--- src/rtl/spi_eng_pkg.sv ---
// Shared types for the SPI master shift engine.
package spi_eng_pkg;

    // Mode flags captured together at the start of a word.
    typedef struct packed {
        logic pol;      // serial clock idle level
        logic ph;       // 1: sample on leading edge, 0: on trailing edge
        logic idle;     // data line idle level
        logic msb;      // 1: most significant bit first
        logic loop;     // receiver listens to own output
        logic tx_off;   // transmitter disabled
        logic rx_off;   // receiver disabled
    } mode_t;

endpackage

--- src/rtl/spi_eng_baud.sv ---
// Half-period tick generator.
// Counts module clocks while run is high and pulses tick every div+1 cycles.
// Assumes div is stable while run is high.
module spi_eng_baud #(
    parameter int DIV_W = 16
) (
    input  logic             clk,
    input  logic             rst_n,
    input  logic             run,
    input  logic [DIV_W-1:0] div,
    output logic             tick
);
    logic [DIV_W-1:0] cnt;

    assign tick = run && (cnt == div);

    // Count up to the reload value, restart on tick or when stopped.
    always_ff @(posedge clk) begin
        if (!rst_n)               cnt <= '0;
        else if (!run || tick)    cnt <= '0;
        else                      cnt <= cnt + 1'b1;
    end
endmodule

--- src/rtl/spi_eng_txsh.sv ---
// Transmit shift register.
// Loads a word and presents one bit at a time in the selected order.
// Assumes nbits lies in 2..WORD_W when load is high.
module spi_eng_txsh #(
    parameter int WORD_W = 32,
    parameter int NB_W   = 6
) (
    input  logic              clk,
    input  logic              rst_n,
    input  logic              load,
    input  logic [WORD_W-1:0] data,
    input  logic [NB_W-1:0]   nbits,
    input  logic              msb,
    input  logic              shift,
    output logic              bit_out
);
    logic [WORD_W-1:0] sh;
    logic              msb_q;

    assign bit_out = msb_q ? sh[WORD_W-1] : sh[0];

    // Load left-justified for MSB-first, as is for LSB-first; then shift.
    always_ff @(posedge clk) begin
        if (!rst_n) begin
            sh    <= '0;
            msb_q <= 1'b1;
        end else if (load) begin
            msb_q <= msb;
            sh    <= msb ? (data << (WORD_W - int'(nbits))) : data;
        end else if (shift) begin
            sh    <= msb_q ? {sh[WORD_W-2:0], 1'b0} : {1'b0, sh[WORD_W-1:1]};
        end
    end
endmodule

--- src/rtl/spi_eng_rxsh.sv ---
// Receive shift register.
// Gathers sampled bits and presents the word right-aligned, including a
// sample taken in the current cycle. Assumes clear at every word start.
module spi_eng_rxsh #(
    parameter int WORD_W = 32,
    parameter int NB_W   = 6
) (
    input  logic              clk,
    input  logic              rst_n,
    input  logic              clear,
    input  logic              sample,
    input  logic              bit_in,
    input  logic              msb,
    input  logic [NB_W-1:0]   nbits,
    output logic [WORD_W-1:0] word
);
    logic [WORD_W-1:0] sh;
    logic [WORD_W-1:0] sh_nxt;

    // Next contents: MSB-first enters at bit 0, LSB-first enters at the top.
    always_comb begin
        sh_nxt = sh;
        if (sample) sh_nxt = msb ? {sh[WORD_W-2:0], bit_in} : {bit_in, sh[WORD_W-1:1]};
        word = msb ? sh_nxt : (sh_nxt >> (WORD_W - int'(nbits)));
    end

    // Hold gathered bits; a word start clears them.
    always_ff @(posedge clk) begin
        if (!rst_n || clear) sh <= '0;
        else                 sh <= sh_nxt;
    end
endmodule

--- src/rtl/spi_eng_core.sv ---
// SPI master shift engine, top level.
// Takes words on a valid/ready port, shifts them out with a divided serial
// clock and pushes received words with a one-cycle strobe. Settings are
// captured when a word starts from idle. Assumes the receive side always
// accepts rx_valid.
module spi_eng_core
    import spi_eng_pkg::*;
#(
    parameter int DIV_W = 16,
    parameter int LEN_W = 5
) (
    input  logic                  clk,
    input  logic                  rst_n,
    input  logic [DIV_W-1:0]      cfg_div,
    input  logic [LEN_W-1:0]      cfg_len_m1,
    input  logic                  cfg_pol,
    input  logic                  cfg_ph,
    input  logic                  cfg_idle,
    input  logic                  cfg_msb,
    input  logic                  cfg_loop,
    input  logic                  cfg_tx_off,
    input  logic                  cfg_rx_off,
    input  logic                  tx_valid,
    input  logic [(1<<LEN_W)-1:0] tx_data,
    output logic                  tx_ready,
    output logic                  rx_valid,
    output logic [(1<<LEN_W)-1:0] rx_data,
    output logic                  sclk,
    output logic                  mosi,
    input  logic                  miso,
    output logic                  busy
);
    localparam int WORD_W = 1 << LEN_W;
    localparam int NB_W   = LEN_W + 1;
    localparam int HALF_W = LEN_W + 2;

    mode_t             mode_in, mode_q, mode_sel;
    logic [NB_W-1:0]   nbits_in, nbits_q, nbits_sel;
    logic [DIV_W-1:0]  div_q;
    logic              active;
    logic [HALF_W-1:0] half_cnt;
    logic [HALF_W-1:0] last_half;
    logic              tick, last_tick, accept;
    logic              samp_en, shift_en;
    logic              tx_bit, line_out, rx_bit;
    logic [WORD_W-1:0] rx_word;

    // Gather the live mode inputs and clamp the word length to at least 2.
    always_comb begin
        mode_in  = '{pol: cfg_pol, ph: cfg_ph, idle: cfg_idle, msb: cfg_msb,
                     loop: cfg_loop, tx_off: cfg_tx_off, rx_off: cfg_rx_off};
        nbits_in = (cfg_len_m1 == '0) ? NB_W'(2) : (NB_W'(cfg_len_m1) + NB_W'(1));
        mode_sel  = active ? mode_q  : mode_in;
        nbits_sel = active ? nbits_q : nbits_in;
    end

    assign last_half = {nbits_q, 1'b0} - HALF_W'(1);
    assign last_tick = tick && (half_cnt == last_half);
    assign tx_ready  = !active || last_tick;
    assign accept    = tx_valid && tx_ready;

    // Leading edges end even half periods, trailing edges end odd ones.
    assign samp_en  = tick && (mode_q.ph ? !half_cnt[0] : half_cnt[0]);
    assign shift_en = tick && !last_tick &&
                      (mode_q.ph ? half_cnt[0] : (!half_cnt[0] && half_cnt != '0));

    assign line_out = mode_q.tx_off ? mode_q.idle : tx_bit;
    assign rx_bit   = mode_q.loop ? line_out : miso;
    assign mosi     = active ? line_out : cfg_idle;
    assign sclk     = active ? (mode_q.pol ^ half_cnt[0]) : cfg_pol;
    assign busy     = active;

    // Capture settings only when a word starts from idle.
    always_ff @(posedge clk) begin
        if (!rst_n) begin
            mode_q  <= '0;
            nbits_q <= NB_W'(2);
            div_q   <= '0;
        end else if (accept && !active) begin
            mode_q  <= mode_in;
            nbits_q <= nbits_in;
            div_q   <= cfg_div;
        end
    end

    // Word sequencing: start on accept, count half periods, stop after last.
    always_ff @(posedge clk) begin
        if (!rst_n) begin
            active   <= 1'b0;
            half_cnt <= '0;
        end else if (accept) begin
            active   <= 1'b1;
            half_cnt <= '0;
        end else begin
            if (last_tick) active <= 1'b0;
            if (tick)      half_cnt <= half_cnt + 1'b1;
        end
    end

    // Push the received word right after the final half period.
    always_ff @(posedge clk) begin
        if (!rst_n) begin
            rx_valid <= 1'b0;
            rx_data  <= '0;
        end else begin
            rx_valid <= last_tick && !mode_q.rx_off;
            if (last_tick && !mode_q.rx_off) rx_data <= rx_word;
        end
    end

    spi_eng_baud #(.DIV_W(DIV_W)) u_baud (
        .clk(clk), .rst_n(rst_n), .run(active), .div(div_q), .tick(tick)
    );

    spi_eng_txsh #(.WORD_W(WORD_W), .NB_W(NB_W)) u_txsh (
        .clk(clk), .rst_n(rst_n), .load(accept), .data(tx_data),
        .nbits(nbits_sel), .msb(mode_sel.msb), .shift(shift_en), .bit_out(tx_bit)
    );

    spi_eng_rxsh #(.WORD_W(WORD_W), .NB_W(NB_W)) u_rxsh (
        .clk(clk), .rst_n(rst_n), .clear(accept), .sample(samp_en), .bit_in(rx_bit),
        .msb(mode_q.msb), .nbits(nbits_q), .word(rx_word)
    );
endmodule

--- config.mk ---
export PLATFORM = sky130hd
export DESIGN_NAME = spi_eng_core
export DESIGN_NICKNAME = d
export VERILOG_FILES = /design/src/rtl/spi_eng_pkg.sv /design/src/rtl/spi_eng_baud.sv /design/src/rtl/spi_eng_txsh.sv /design/src/rtl/spi_eng_rxsh.sv /design/src/rtl/spi_eng_core.sv
export SDC_FILE = /design/constraint.sdc
export NUM_CORES = 1
export LEC_CHECK = 0
export BUFFER_PORTS_ARGS = -buffer_cell sky130_fd_sc_hd__buf_2
export CORE_ASPECT_RATIO = 1.1
export CORE_MARGIN = 2
export CORE_UTILIZATION = 43
export CTS_CLUSTER_DIAMETER = 200
export DETAILED_ROUTE_END_ITERATION = 10
export HOLD_SLACK_MARGIN = 0.1
export PLACE_DENSITY_LB_ADDON = 0.15
export SLEW_MARGIN = 20
export SYNTH_ARGS = -nofsm -noshare
export SYNTH_HDL_FRONTEND = slang
export SYNTH_SLANG_ARGS = --single-unit
--- constraint.sdc ---
create_clock -name clk -period 4.6 [get_ports clk]
set_input_delay 0.23 -clock clk [delete_from_list [all_inputs] [get_ports clk]]
set_output_delay 0.23 -clock clk [all_outputs]
set_load 0.03 [all_outputs]
==> impl_metrics.env, run 1 <==
export IMPL_worstSetupEndpointType="register"
export IMPL_total_power_uw=4050
export IMPL_final_nets=1701
export IMPL_p_leak_uw=0.00539
export IMPL_viasPerCell=6.31
export IMPL_vdd_drop_max_uv=214
export IMPL_syn_area_per_cell_um2=7.69
export IMPL_grt_max_degree=50
export IMPL_dpl_hpwl_mm=32.0
export IMPL_fin_crit_sh=0.841
export IMPL_slew_headroom=0.241
export IMPL_post_place_ws_ns=0.741
export IMPL_cts_htree_levels=4
export IMPL_status="completed"
export IMPL_grt_overflow_total=0
export IMPL_fmax_ghz=0.259
export IMPL_dieHeight_um=180
export IMPL_syn_nets=1653
export IMPL_ys_seq_area_frac=0.249
export IMPL_postSynthCellCount=1582
export IMPL_io_pins=101
export IMPL_synth_top_area_frac=0.249
export IMPL_die_width_um=164
export IMPL_cts_root_buf="clkbuf_16"
export IMPL_worstMarginPinSlew_ns=1.13
export IMPL_max_stage_delay_ns=0.74
export IMPL_place_gp_congestion=0.950
export IMPL_antenna_found_initial=0
export IMPL_power_density_nw_per_um2=293
export IMPL_path_cells="inv_2, ha_1, nor3b_2, xnor2_1, or4_1, or2_4, nor3_2, o21ai_1, a311oi_1, o221a_2, a21oi_1"
export IMPL_finalSetupTns_ns=0
export IMPL_insertion_delay_ns=0.44
export IMPL_cp_start_kind="register"
export IMPL_slowest_stage="nor3_2"
export IMPL_crit_family="simple AND/OR/NAND/NOR gates"
export IMPL_portBuffers=100
export IMPL_synth_edf_count=0
export IMPL_syn_to_final_growth_pct=13.7
export IMPL_via_count=12700
export IMPL_diodes=0
export IMPL_synthTopCellsByArea="dfxtp_1 (25%), mux2i_1 (13%), nand2_1 (6.6%)"
export IMPL_synth_ff_type="dfxtp_1"
export IMPL_drt_iter0_markers=1276
export IMPL_finalSetupViolations=0
export IMPL_hold_violations=0
export IMPL_fin_ws_ns=0.733
export IMPL_synthDistinctLibCells=87
export IMPL_grt_usage=0.298
export IMPL_ys_seq_elements=151
export IMPL_crit_required_ns=4.93
export IMPL_ant_nets=0
export IMPL_rows=64
export IMPL_start_util=0.438
export IMPL_clockBufferDepth=2
export IMPL_syn_area_um2=12200
export IMPL_fin_crit_ns=3.87
export IMPL_maxSlewViolCount=0
export IMPL_crit_buf_inv=1
export IMPL_cp_max_fo=9
export IMPL_hold_path_class="input pin to register"
export IMPL_grt_pass1_vias=12000
export IMPL_drc=0
export IMPL_maxCapViolCount=0
export IMPL_design_die_area_um2=29600
export IMPL_wl_mm=44.0
export IMPL_drive_above_1_share=0.155
export IMPL_numCtsBuffers=17
export IMPL_cts_sinks=151
export IMPL_utilization=0.498
export IMPL_cts_resized=0
export IMPL_rsz0062_at_grt="false"
export IMPL_crit_type="register to register"
export IMPL_dr_pass1_iters=6
export IMPL_grt_pass1_wl_mm=69.2
export IMPL_fin_worst_skew_ns=0.0142
export IMPL_cts_tree="yes"
export IMPL_async_flop_share=0
export IMPL_final_cell_mix="nand2_1 (215), mux2i_1 (154), dfxtp_1 (148)"
export IMPL_core_um2=27800
export IMPL_avgRoutedWirePerCell_um=21.9
export IMPL_synth_warnings=0
export IMPL_clkTransAtPathRegs_ns=0.07
export IMPL_layout_commonest_cell="nand2_1"
export IMPL_critPathArrivalTime_ns=4.19
export IMPL_yosys_area_top_type="dfxtp_1"
registers in the layout, indices dropped and copies added, names as in the netlist, 6 cells and up:
| name | flops |
|---|---|
| u_rxsh.sh | 32 |
| rx_data | 32 |
| u_baud.cnt | 16 |
| mode_q | 7 |
| half_cnt | 7 |
| u_txsh.sh | 32 |
| nbits_q | 6 |
| div_q | 16 |
power breakdown:
group	leakage, µW	switching (µW)	internal, µW
sequential	0.00123	47.8	1350
clock	0.000293	675	735
combinational	0.00387	790	452
final timing paths:
kind            startpoint    endpoint  slack (ns)  cells past startpoint
max             nbits_q[0]  rx_data[3]        0.73                     11
min          cfg_len_m1[2]  nbits_q[2]        0.13                      3
max reg2reg     nbits_q[0]  rx_data[3]        0.73                     11
min reg2reg      mode_q[4]   mode_q[4]        0.48                      2
final cells by class:
type	instances	area [µm²]
Clock inverter	15	179
Fill cell	2750	14000
Inverter	17	63.8
Timing Repair Buffer	174	1120
Clock buffer	17	425
Tap cell	363	454
Sequential cell	151	3030
Multi-Input combinational cell	1269	8570
per-layer routing:
layer / GRT usage / share of wire / wire, µm / up-vias
met4: 0.153 / 0.053 / 2330 / 0
met3: 0.0387 / 0.061 / 2660 / 117
met1: 0.383 / 0.42 / 18300 / 5981
li1: - / - / - / 5977
met5: 0 / 0 / 0 / -
met2: 0.485 / 0.47 / 20600 / 579
Yosys cell counts (20+ instances only):
| cell type | instances |
|---|---|
| clkbuf_1 | 101 |
| buf_2 | 30 |
| dfxtp_1 | 151 |
| nand2_1 | 215 |
| nor2_1 | 112 |
| nand3_1 | 44 |
| nor3_1 | 31 |
| and3_1 | 20 |
| xor2_1 | 37 |
| mux2_2 | 23 |
| a21boi_0 | 24 |
| a21oi_1 | 111 |
| o21ai_0 | 46 |
| a211oi_1 | 32 |
| o21ai_1 | 59 |
| a31oi_1 | 23 |
| o211ai_1 | 39 |
| mux2i_1 | 155 |
stage by stage:
stage | hold slack (ns) | instance area, µm² | std cells
floorplan | 0.375 | 12200 | 1582
global placement | 0.453 | 13000 | 1950
detailed placement | 0.455 | 13000 | 1950
CTS | 0.120 | 13800 | 2006
global route | 0.137 | 13800 | 2006
finish | 0.132 | 13800 | 2006
worst register-to-register path: stages (launching register included):
cell and delay, ns:
dfxtp_2 0.37, inv_2 0.21, ha_1 0.32, nor3b_2 0.36, xnor2_1 0.11, or4_1 0.53
or2_4 0.31, nor3_2 0.74, o21ai_1 0.16, a311oi_1 0.36, o221a_2 0.25, a21oi_1 0.06
kinds of logic after synthesis:
logic type      synth area share
simple gates               0.204
mux                        0.188
compound gates             0.256
flops                      0.249
xor+xnor                  0.0429
buf+inv                   0.0537
fa+ha+maj                0.00720
repair_timing:
action / CTS / global route
hold endpoints to repair: 24 / 0
hold buffers: 24 / 0
setup buffers: 0 / 0
Note: power is estimated with default switching activity, not from simulation.
==> inputs of run 2 (changes only) <==
- clock period: 4.6 -> 3.5 ns (I/O delays scaled with it)
==> run 2 against run 1 <==
Net effect:
- sequential power increased by 31%
- first-iteration DRC count increased by 23%
- clock power increased by 30%
- die area unchanged
- worst hold slack got worse by 0.024 ns
- setup slack got worse by 0.51 ns
- combinational power increased by 38%
- via count increased by 0.73%
- clock-buffer cell count increased by 1
- largest cell class unchanged
==> impl_metrics.env, run 2 (synthesized netlist as in run 1, its figures left out) <==
export IMPL_power_density_nw_per_um2=379
export IMPL_path_cells="xor2_1, nor4_1, nand4_1, buf_12, nor2_4, buf_12, mux4_2, o22ai_1, o21ai_0, o221a_2, a21oi_1"
export IMPL_dpl_hpwl_mm=31.6
export IMPL_fin_crit_ns=3.28
export IMPL_diodes=0
export IMPL_max_stage_delay_ns=0.42
export IMPL_grt_overflow_total=0
export IMPL_slowest_stage="mux4_2"
export IMPL_p_leak_uw=0.00557
export IMPL_cp_max_fo=49
export IMPL_maxSlewViolCount=0
export IMPL_fmax_ghz=0.305
export IMPL_rsz0062_at_grt="false"
export IMPL_grt_usage=0.292
export IMPL_core_um2=27800
export IMPL_post_place_ws_ns=0.115
export IMPL_fin_ws_ns=0.223
export IMPL_p_clk_frac=0.340
export IMPL_drt_iter0_markers=1572
export IMPL_p_int_uw=3380
export IMPL_fillers=2746
export IMPL_rows=64
export IMPL_worstMarginPinSlew_ns=1.00
export IMPL_cts_root_buf="clkbuf_16"
export IMPL_cts_htree_levels=4
export IMPL_wl_mm=43.6
export IMPL_cts_tree="yes"
export IMPL_layout_commonest_cell="nand2_1"
export IMPL_dr_pass1_iters=6
export IMPL_status="completed"
export IMPL_grt_max_degree=67
export IMPL_place_gp_congestion=0.975
export IMPL_worstSetupEndpointType="register"
export IMPL_finalSetupTns_ns=0
export IMPL_grt_pass1_vias=12000
export IMPL_vdd_drop_max_uv=235
export IMPL_power_switching_uw=2000
export IMPL_cts_sinks=151
export IMPL_hold_path_class="input pin to register"
export IMPL_hold_violations=0
export IMPL_largestRegisters="rx_data (32), u_rxsh.sh (32), u_txsh.sh (32)"
export IMPL_crit_type="register to register"
export IMPL_ant_nets=0
export IMPL_final_cell_mix="nand2_1 (215), mux2i_1 (154), dfxtp_1 (147)"
export IMPL_grt_pass1_wl_mm=68.6
export IMPL_finalSetupViolations=0
export IMPL_register_area_um2=3030
export IMPL_final_nets=1730
export IMPL_postCtsSetupBuffers=0
export IMPL_viasPerCell=6.26
export IMPL_start_util=0.438
export IMPL_antenna_found_initial=1
export IMPL_crit_path_frequent_cell="buf_12"
export IMPL_clockBufferDepth=2
export IMPL_cp_start_kind="register"
export IMPL_clkTransAtPathRegs_ns=0.07
export IMPL_utilization=0.510
export IMPL_drc=0
export IMPL_slew_headroom=0.324
export IMPL_via_count=12700
export IMPL_r2r_slack_ns=0.22
export IMPL_switching_share=0.371
export IMPL_syn_to_final_growth_pct=16.5
export IMPL_crit_required_ns=3.87
export IMPL_dieHeight_um=180
export IMPL_drive_above_1_share=0.170
export IMPL_seqPwrFrac=0.342
export IMPL_portBuffers=100
export IMPL_fin_crit_sh=0.936
export IMPL_maxCapViolCount=0
export IMPL_multi_input_area_um2=8600
export IMPL_insertion_delay_ns=0.44
export IMPL_fin_worst_skew_ns=0.00996
export IMPL_die_width_um=164
export IMPL_critPathArrivalTime_ns=3.64
export IMPL_io_pins=101
export IMPL_design_die_area_um2=29600
export IMPL_holdWs_ns=0.108
export IMPL_pwr_share_comb=0.318
export IMPL_avgRoutedWirePerCell_um=21.4
export IMPL_numCtsBuffers=17
-- run 2: cell count changes in the layout (fill, tap and decap cells not counted), moves of 2 or more --
| cell | change |
|---|---|
| buf_12 | +9 |
| buf_4 | +18 |
| clkinv_8 | -4 |
| dlygate4sd3_1 | +2 |
| inv_6 | +2 |
-- run 2: layout make-up --
cell class,instances,share of cell area
inverters,17,0.00450
clock buffers,18,0.0310
repair buffers,203,0.102
multi-input cells,1269,0.607
well taps,363,0.0320
clock inverters,14,0.00945
flip-flops and latches,151,0.214
-- run 2: routing by layer --
metal,global-route usage,share of wire,vias to the layer above
met5,0,0.00030,-
met4,0.0926,0.024,2
met3,0.0488,0.077,79
met2,0.442,0.44,545
met1,0.419,0.45,6087
li1,-,-,6033
-- run 2: path summary, 6_finish.rpt --
check / from / endpoint / cells past startpoint
setup / recovery: u_baud.cnt[6] / rx_data[3] / 11
hold / removal: tx_data[15] / u_txsh.sh[15] / 3
setup reg to reg: u_baud.cnt[6] / rx_data[3] / 11
hold reg to reg: mode_q[4] / mode_q[4] / 2
-- run 2: worst max-delay path: cells and delay by family, from the launching register on --
family	cells	cell delay, ns
compound gates	4	1.00
buf+inv	2	0.49
simple gates	3	0.78
flops	1	0.36
mux	1	0.42
xor+xnor	1	0.15
-- run 2: through the flow --
step	power [µW]	std cells	cell area [µm²]
after floorplan	2980	1582	12200
after global placement	3520	1977	13300
after detailed placement	3510	1977	13300
after CTS	5360	2035	14100
after global routing	5600	2035	14200
final	5380	2035	14200
-- run 2: timing repair --
| item | 4_1_cts | 5_1_grt |
|---|---|---|
| hold buffers | 26 | 0 |
| setup endpoints to repair | 0 | 18 |
| hold endpoints to repair | 26 | 0 |
| resized for setup | 0 | 5 |
-- run 2: power by group through the flow --
stage / Sequential [µW] / Clock (µW) / Combinational, µW
final: 1840 / 1830 / 1710
after detailed placement: 1880 / 0 / 1640
after floorplan: 1840 / 0 / 1130
after global placement: 1880 / 0 / 1640
after CTS: 1840 / 1860 / 1670
after global routing: 1840 / 1930 / 1830
